[src/rtl/prom_seq_pkg.sv]
package prom_seq_pkg;

  typedef enum logic [2:0] {
    ST_IDLE,
    ST_LOAD,
    ST_SETUP,
    ST_PULSE,
    ST_RECOVER,
    ST_NEXT,
    ST_DONE
  } seqState_t;

  // Strobes from the control FSM to the address/data path
  typedef struct packed {
    logic clrAddr;
    logic loadWord;
    logic incAddr;
  } dpStrobe_t;

endpackage

[src/rtl/prom_seq_ctrl.sv]
module prom_seq_ctrl
  import prom_seq_pkg::*;
#(
  parameter int SETUP_CYC = 125,
  parameter int PULSE_CYC = 12500,
  parameter int DUTY_DIV  = 50
) (
  input  logic      clk,
  input  logic      rst,
  input  logic      startReq,
  input  logic      lastWord,
  output dpStrobe_t strobe,
  output logic      busy,
  output logic      done,
  output logic      progPulse
);

  localparam int OFF_CYC = (DUTY_DIV - 1) * PULSE_CYC;
  localparam int MAX_A   = (SETUP_CYC > PULSE_CYC) ? SETUP_CYC : PULSE_CYC;
  localparam int MAX_CYC = (MAX_A > OFF_CYC) ? MAX_A : OFF_CYC;
  localparam int TMR_W   = $clog2(MAX_CYC + 1);

  localparam logic [TMR_W-1:0] SETUP_LAST = TMR_W'(SETUP_CYC - 1);
  localparam logic [TMR_W-1:0] PULSE_LAST = TMR_W'(PULSE_CYC - 1);
  localparam logic [TMR_W-1:0] OFF_LAST   = TMR_W'(OFF_CYC - 1);

  seqState_t        state, nxtState;
  logic [TMR_W-1:0] tmr;
  logic             tmrLast;

  always_comb begin
    case (state)
      ST_SETUP:   tmrLast = (tmr == SETUP_LAST);
      ST_PULSE:   tmrLast = (tmr == PULSE_LAST);
      ST_RECOVER: tmrLast = (tmr == OFF_LAST);
      default:    tmrLast = 1'b0;
    endcase
  end

  always_comb begin
    nxtState = state;
    case (state)
      ST_IDLE:    if (startReq) nxtState = ST_LOAD;
      ST_LOAD:    nxtState = ST_SETUP;
      ST_SETUP:   if (tmrLast) nxtState = ST_PULSE;
      ST_PULSE:   if (tmrLast) nxtState = ST_RECOVER;
      ST_RECOVER: if (tmrLast) nxtState = ST_NEXT;
      ST_NEXT:    nxtState = lastWord ? ST_DONE : ST_LOAD;
      ST_DONE:    nxtState = ST_IDLE;
      default:    nxtState = ST_IDLE;
    endcase
  end

  always_ff @(posedge clk) begin
    if (rst) begin
      state <= ST_IDLE;
      tmr   <= '0;
    end else begin
      state <= nxtState;
      tmr   <= (nxtState != state) ? '0 : tmr + 1'b1;
    end
  end

  // Start is only acted on in idle
  assign strobe.clrAddr  = (state == ST_IDLE) && startReq;
  assign strobe.loadWord = (state == ST_LOAD);
  assign strobe.incAddr  = (state == ST_NEXT) && !lastWord;

  assign busy      = (state != ST_IDLE) && (state != ST_DONE);
  assign done      = (state == ST_DONE);
  assign progPulse = (state == ST_PULSE);

  // a pulse is always preceded by the setup interval
  a_r4_pulse_after_setup: assert property (@(posedge clk) disable iff (rst)
    $rose(progPulse) |-> $past(state) == ST_SETUP);

  // recovery is entered only from the pulse
  a_r4_recover_after_pulse: assert property (@(posedge clk) disable iff (rst)
    (state == ST_RECOVER && $past(state) != ST_RECOVER) |-> $past(state) == ST_PULSE);

  // done is a single-cycle strobe
  a_r8_done_single: assert property (@(posedge clk) disable iff (rst)
    done |=> !done);

endmodule

[src/rtl/prom_seq_dpath.sv]
module prom_seq_dpath
  import prom_seq_pkg::*;
#(
  parameter int ADDR_W = 8,
  parameter int DATA_W = 8
) (
  input  logic              clk,
  input  logic              rst,
  input  dpStrobe_t         strobe,
  input  logic [DATA_W-1:0] fetchData,
  output logic [ADDR_W-1:0] addrCnt,
  output logic [DATA_W-1:0] dataReg,
  output logic              lastWord
);

  localparam logic [ADDR_W-1:0] LAST_ADDR = {ADDR_W{1'b1}};

  always_ff @(posedge clk) begin
    if (rst) begin
      addrCnt <= '0;
    end else if (strobe.clrAddr) begin
      addrCnt <= '0;
    end else if (strobe.incAddr) begin
      addrCnt <= addrCnt + 1'b1;
    end
  end

  // Negative-logic data: a 0 in the image drives the programming level
  always_ff @(posedge clk) begin
    if (rst) begin
      dataReg <= '0;
    end else if (strobe.loadWord) begin
      dataReg <= ~fetchData;
    end
  end

  assign lastWord = (addrCnt == LAST_ADDR);

  // the latched word is the inverse of the fetched image word
  a_r6_data_inverted: assert property (@(posedge clk) disable iff (rst)
    strobe.loadWord |=> dataReg == ~$past(fetchData));

  // address moves only by clear or single increment
  a_r2_addr_step: assert property (@(posedge clk) disable iff (rst)
    (!strobe.clrAddr && !strobe.incAddr) |=> $stable(addrCnt));

endmodule

[src/rtl/prom_pulse_seq.sv]
module prom_pulse_seq
  import prom_seq_pkg::*;
#(
  parameter int ADDR_W    = 8,
  parameter int DATA_W    = 8,
  parameter int SETUP_CYC = 125,
  parameter int PULSE_CYC = 12500,
  parameter int DUTY_DIV  = 50
) (
  input  logic              clk,
  input  logic              rst,
  input  logic              startReq,
  output logic              busy,
  output logic              done,
  output logic [ADDR_W-1:0] fetchAddr,
  input  logic [DATA_W-1:0] fetchData,
  output logic [ADDR_W-1:0] romAddr,
  output logic [DATA_W-1:0] romData,
  output logic              chipSelN,
  output logic              progPulse
);

  dpStrobe_t strobe;
  logic      lastWord;
  logic [ADDR_W-1:0] addrCnt;

  prom_seq_ctrl #(
    .SETUP_CYC (SETUP_CYC),
    .PULSE_CYC (PULSE_CYC),
    .DUTY_DIV  (DUTY_DIV)
  ) i_ctrl (
    .clk       (clk),
    .rst       (rst),
    .startReq  (startReq),
    .lastWord  (lastWord),
    .strobe    (strobe),
    .busy      (busy),
    .done      (done),
    .progPulse (progPulse)
  );

  prom_seq_dpath #(
    .ADDR_W (ADDR_W),
    .DATA_W (DATA_W)
  ) i_dpath (
    .clk       (clk),
    .rst       (rst),
    .strobe    (strobe),
    .fetchData (fetchData),
    .addrCnt   (addrCnt),
    .dataReg   (romData),
    .lastWord  (lastWord)
  );

  assign fetchAddr = addrCnt;
  assign romAddr   = addrCnt;
  assign chipSelN  = 1'b1;  // device deselected throughout

  // address and data settled in the cycle before the pulse rises
  a_r3_setup_stable: assert property (@(posedge clk) disable iff (rst)
    $rose(progPulse) |-> $stable(romAddr) && $stable(romData));

  // nothing moves under an active pulse or in the cycle after it
  a_r5_hold_pulse: assert property (@(posedge clk) disable iff (rst)
    progPulse |=> $stable(romAddr) && $stable(romData));

  // done and busy never overlap
  a_r8_busy_done: assert property (@(posedge clk) disable iff (rst)
    done |-> !busy);

endmodule

[config.mk]
export PLATFORM = sky130hd
export DESIGN_NAME = prom_pulse_seq
export DESIGN_NICKNAME = d
export VERILOG_FILES = /design/src/rtl/prom_seq_pkg.sv /design/src/rtl/prom_seq_ctrl.sv /design/src/rtl/prom_seq_dpath.sv /design/src/rtl/prom_pulse_seq.sv
export SDC_FILE = /design/constraint.sdc
export NUM_CORES = 1
export LEC_CHECK = 0
export ABC_AREA = 1
export BUFFER_PORTS_ARGS = -buffer_cell sky130_fd_sc_hd__buf_2
export CAP_MARGIN = 40
export CORE_MARGIN = 2
export CORE_UTILIZATION = 30
export DETAILED_ROUTE_END_ITERATION = 8
export PLACE_DENSITY = 0.52
export SYNTH_ARGS = -nofsm -noshare
export SYNTH_HDL_FRONTEND = slang
export SYNTH_SLANG_ARGS = --single-unit
[constraint.sdc]
create_clock -name clk -period 5.25 [get_ports clk]
set_clock_uncertainty 0.15 [all_clocks]
set_input_delay 0.2625 -clock clk [delete_from_list [all_inputs] [get_ports clk]]
set_output_delay 0.2625 -clock clk [all_outputs]
set_load 0.02 [all_outputs]
---- Yosys cells after proc, flatten, opt, wreduce, memory -nomap -nowiden ----
Index checks and enable logic that the tools add are counted.
Widths: inputs -> output; s select.
operators by class
  bitwise operators ....................... 1
  reduce and logical (&&, ||, !) cells .... 8
  add/subtract/negate cells ............... 2
  equality and inequality tests ........... 12
  mux-type cells .......................... 7
operators by type and width
  operator               count
  $add 20x1->20 const B  1
  $eq 20x14->1 const B   1
  $eq 20x20->1 const B   1
  $eq 20x7->1 const B    1
  $pmux 3 s6             1
  $mux 3                 5
  $eq 3x3->1 const B     3
  $add 8x1->8 const B    1
  $eq 8x8->1 const B     1
  $not 8->8              1
  $eq 3x2->1 const B     2
  $reduce_or 2->1        2
  $eq 3x1->1 const B     1
  $logic_and 1x1->1      3
  $logic_not 3->1        1
  $ne 3x3->1             1
  $ne 3x3->1 const B     1
  $pmux 1 s3             1
  $reduce_bool 3->1      1
  $logic_not 1->1        1
word-level totals
  output and inout port bits .............. 28
  register bits ........................... 39
  word-level logic and storage cells ...... 34

---- Depth between registers and ports, before layout ----
  depth after elaboration ................. 6
  gate-level depth with buffers ........... 15
  gate-level depth less buffers ........... 13

---- Hierarchy ----
A second synthesis with hierarchy kept.
unflattened totals
  cells, all modules ...................... 286
  area, all modules ....................... 2148.3 um2
by module, submodules not included
  module          area an instance (um2)  cells each  instances
  prom_seq_ctrl   1431.4                  197         1
  prom_seq_dpath  645.6                   79          1
  prom_pulse_seq  71.3                    10          1

---- Least setup slack after synthesis ----
Ideal clock, no wire load.
  path type ............................... flip-flop to flip-flop
  start point ............................. register i_dpath.addrCnt[0]
  end point ............................... register i_ctrl.tmr[2]
  path slack .............................. 3.115 ns
  buffers on the path ..................... 1
  library setup time ...................... 0.121 ns
  clock period less this slack ............ 2.135 ns
  arrival ................................. 1.864 ns
  stages on the path, launching flop included .. 14
  path through ............................ dfxtp_1 > ha_1 > nand2_1 > nor3_1 > nand3_1 > nand2_1 > nand2_1 > inv_1 > nand2_1 > o21bai_1 > nand2_1 > nand2_2 > buf_6 > nor2_4
on the way
  cells in the longest elaborated chain, start to end .. 5
ends and longest elaborated chain
  item                       line                  text
  from (decl)                prom_seq_dpath.sv:11  output logic [ADDR_W-1:0] addrCnt,
  from (signal assigned)     prom_seq_dpath.sv:24  addrCnt <= addrCnt + 1'b1;
  $eq 8x8->1                 prom_seq_dpath.sv:37  assign lastWord = (addrCnt == LAST_ADDR);
  $mux 3                     prom_seq_ctrl.sv:48   ST_NEXT: nxtState = lastWord ? ST_DONE : ST_LOAD;
  $pmux 3 s6                 prom_seq_ctrl.sv:42   case (state)
  $ne 3x3->1                 prom_seq_ctrl.sv:60   tmr <= (nxtState != state) ? '0 : tmr + 1'b1;
  $reduce_or 2->1 (no line)  -
  to (signal assigned)       prom_seq_ctrl.sv:60
  to (decl)                  prom_seq_ctrl.sv:28   logic [TMR_W-1:0] tmr;
Every way passes these cells.
A chain may end at the register's enable or synchronous reset.

---- Worst setup path after layout ----
  start point ............................. register i_ctrl.state[0]
  end point ............................... register i_ctrl.tmr[4]
on the way
  cells in the longest elaborated chain, start to end .. 6
  elaborated cells on any way between the ends .. 14
ends and longest elaborated chain
  item                                      line                                                           text
  from (decl)                               prom_seq_ctrl.sv:27                                            seqState_t state, nxtState;
  from (signal assigned)                    prom_seq_ctrl.sv:59                                            state <= nxtState;
  $eq 3x3->1 or $eq 3x2->1 (tied branches)  prom_seq_ctrl.sv:32, prom_seq_ctrl.sv:42
  $pmux 1 s3                                prom_seq_ctrl.sv:32                                            case (state)
  $mux 3, on equally long branches          prom_seq_ctrl.sv:47, prom_seq_ctrl.sv:45, prom_seq_ctrl.sv:46
  $pmux 3 s6                                prom_seq_ctrl.sv:42
  $ne 3x3->1 *                              prom_seq_ctrl.sv:60
  $reduce_or 2->1 (no line) *               -
Every way passes the cells marked *; elsewhere a longest branch is shown, timed or not.

==> results by group <==
Min path
  – HP Class: in -> reg
  – Min-Delay Endpoint: i_ctrl.state[2]
  – Hold Path Stages: 2
  – HP Start: rst

Final layout
  – Final core occ: a little over a third
  – Area growth, synth to finish: 18.0%
  – # diodes: 0
  – Final nets: ~360
  – Fin area: 0.00266 sq mm
  – Share of cells above drive strength 1: 24.8%

Worst setup path
  – Worst path cell trace: inv_2 > nor3_2 > inv_2 > nand2_1 > a31oi_1 > nand3_1 > nand2_1 > nor2_2 > nand2_2 > nor2_2
  – Critical Path End Type: register
  – Slowest cell on crit path: nor3_2
  – Reg2reg end: i_ctrl.tmr[4]
  – Critical Path Start Type: register
  – Critical path arrival: 2.63 ns
  – CP max FO: 20
  – Crit path kind: reg -> reg
  – Top delay family on crit path: simple AND/OR/NAND/NOR gates
  – Data required time of the worst path: 5.32 ns
  – WP buf/inv: 2
  – Reg2reg start: i_ctrl.state[0]
  – Flop2flop setup slack: around 2.7 ns
  – Reg2Reg Depth: 10
  – Crit path largest cell delay: 0.65 ns

Run status
  – Run status: completed

Synth
  – Synth cell types: 34
  – Post-synth EDFFs: 0
  – Top_reg_cell synth: dfxtp_1
  – Syn. warnings: 0
  – Netlist Area Pre-Place: 0.00225 sq mm
  – Ranking of synthesized cells by area: dfxtp_1 35%, nand2_1 9.8%, xor2_1 7.4%, inv_1 6.8%, nor2_2 6.4%
  – Largest area contributor in the netlist: dfxtp_1
  – Asr flop ratio synth: 0%
  – Post-synth top cells: 59 x nand2_1, 41 x inv_1, 39 x dfxtp_1, 23 x nor2_2
  – Most frequent cell after synthesis: nand2_1
  – Gate count of the mapped netlist: about 310
  – Share of the synthesized area in the top cell type: 34.7%
  – Post-synthesis sequential area ratio: roughly a third
  – Post-synthesis register bit count: 39
  – Syn nets: approximately 330
  – Syn_area_per_cell: 7.21 sq um

STA
  – Setup TNS: 0 ns
  – Worst rel slew slack: 44.1%
  – Crit share post-route: between 40% and 50%
  – Max-slew violation count: 0
  – Setup slack after layout: roughly 2.7 ns
  – RSZ-0062 raised after global routing: no
  – F_max: between 300 and 400 MHz
  – Worst-margin pin slew: about 0.83 ns
  – Count of final setup violators: 0
  – Endpoints failing hold: 0
  – Tmin final: approximately 2.6 ns

Place
  – Setup WS pre-CTS: ~2.7 ns
  – Final estimated routing congestion in global placement: between 0.8 and 0.9
  – HPWL after DPL: between 3000 and 4000 um
  – Dpl cell area: 0.00244 sq mm
  – IO Port Bufs: 37

Floorplan
  – Die Y-Extent: between 90 and 100 um
  – I/O pin count: 39
  – Initial Util: between 30% and 40%
  – Core ar.: between 0.007 and 0.008 sq mm
  – Num rows: 31
  – Area of the die: 0.00821 sq mm
  – Width of the die: between 90 and 100 um

CTS
  – CTS Root Cell: clkbuf_8
  – Max Root-Sink Buffers: 2
  – H-tree depth: 2
  – Post-CTS Resized: 0
  – Post-CTS setup buffers: 0
  – Clock-pin slew on the worst setup and hold paths: ~0.080 ns
  – TritonCTS Buffers: 5
  – Clock sink count: 39
  – TritonCTS clock tree: done
  – Hold_buf cts: 8
  – Clk_lat worst skew: 0.30 ns

Detailed routing
  – Vias/cell: between 4 and 5
  – # DRC: 0
  – WL final: 4750 um
  – DR iter-0 viols: between 80 and 90
  – Routed len/inst: approximately 11 um
  – Routed Antenna Nets: 0
  – Vias: around 2000
  – DR pass1 iterations: 4

Pwr
  – Power per Cell Area: 265 mW/mm^2
  – Maximum vdd drop: between 100 and 150 uV
  – Static Leakage: around 1.1 nW

Job
  – Max cap viols: 0

Global route
  – Initial antenna violation count: 0
  – Vias in the first global route: approximately 1900
  – GR Util All Layers: about an eighth
  – GR Overflow Total: 0
  – First-pass GRT wire length: 8320 um
  – Largest net degree at the start of global routing: 21
[layout make-up]
type | instances | area (sq um)
Multi-Input combinational cell | 214 | 1180
Inverter | 45 | 169
Clock buffer | 6 | 72.6
Tap cell | 99 | 124
Timing Repair Buffer | 45 | 265
Sequential cell | 39 | 781
Fill cell | 774 | 4600
Clock inverter | 2 | 60.1
[through the flow]
step           hold slack (ns)  cells  power [W]
5_1_grt                 0.0178    450   0.000738
4_1_cts                 0.0146    450   0.000714
3_5_place_dp             0.290    434   0.000407
2_1_floorplan            0.182    312   0.000391
6_report                0.0229    450   0.000704
3_3_place_gp             0.288    434   0.000407
[state kept, by name, indices dropped and copies added, names as in the netlist]
signal	count
i_ctrl.state	3
i_ctrl.tmr	20
i_dpath.addrCnt	8
i_dpath.dataReg	8
[where the power goes]
| part | leakage [nW] | switching, W | internal, W | total, W |
|---|---|---|---|---|
| clock | 0.0654 | 0.000110 | 0.000190 | 0.000300 |
| sequential | 0.316 | 0.0000104 | 0.000306 | 0.000317 |
| combinational | 0.751 | 0.0000587 | 0.0000289 | 0.0000875 |
[cell usage in the layout, fill, tap and decap left out, types with 12 or more instances in the layout]
cell	instances
a21oi_1	13
buf_2	37
dfxtp_1	39
inv_1	41
nand2_1	59
nand3_1	20
nor2_1	20
nor2_2	23
o21ai_0	12
xor2_1	19
[cells by family after synthesis]
group           count (synthesis)  share of synthesized area [%]
buf+inv                        59                           12.7
flops                          39                           34.7
other cells                     1                          0.167
compound gates                 33                           7.95
fa+ha+maj                       2                           1.11
simple gates                  156                           34.8
xor+xnor                       22                           8.57
[routing by layer]
metal | GRT usage, % | wire length (um)
met1 | 15.2 | 2310
met2 | 20.6 | 2140
met3 | 3.76 | 242
met4 | 3.21 | 55
met5 | 0 | 0
[how the worst max path moves through the flow]
| stage | slack, ns | depth (start not counted) | to | from |
|---|---|---|---|---|
| finish | 2.69 | 10 | i_ctrl.tmr[4] | i_ctrl.state[0] |
| global route | 2.38 | 10 | i_ctrl.tmr[1] | i_ctrl.state[0] |
| CTS | 2.64 | 10 | i_ctrl.tmr[4] | i_ctrl.state[0] |
| detailed placement | 2.67 | 10 | i_ctrl.tmr[4] | i_ctrl.state[0] |
| global placement | 2.70 | 10 | i_ctrl.tmr[9] | i_ctrl.state[0] |
| floorplan | 3.11 | 13 | i_ctrl.tmr[2] | i_dpath.addrCnt[0] |
No activity file was read; power rests on OpenSTA's default activity.
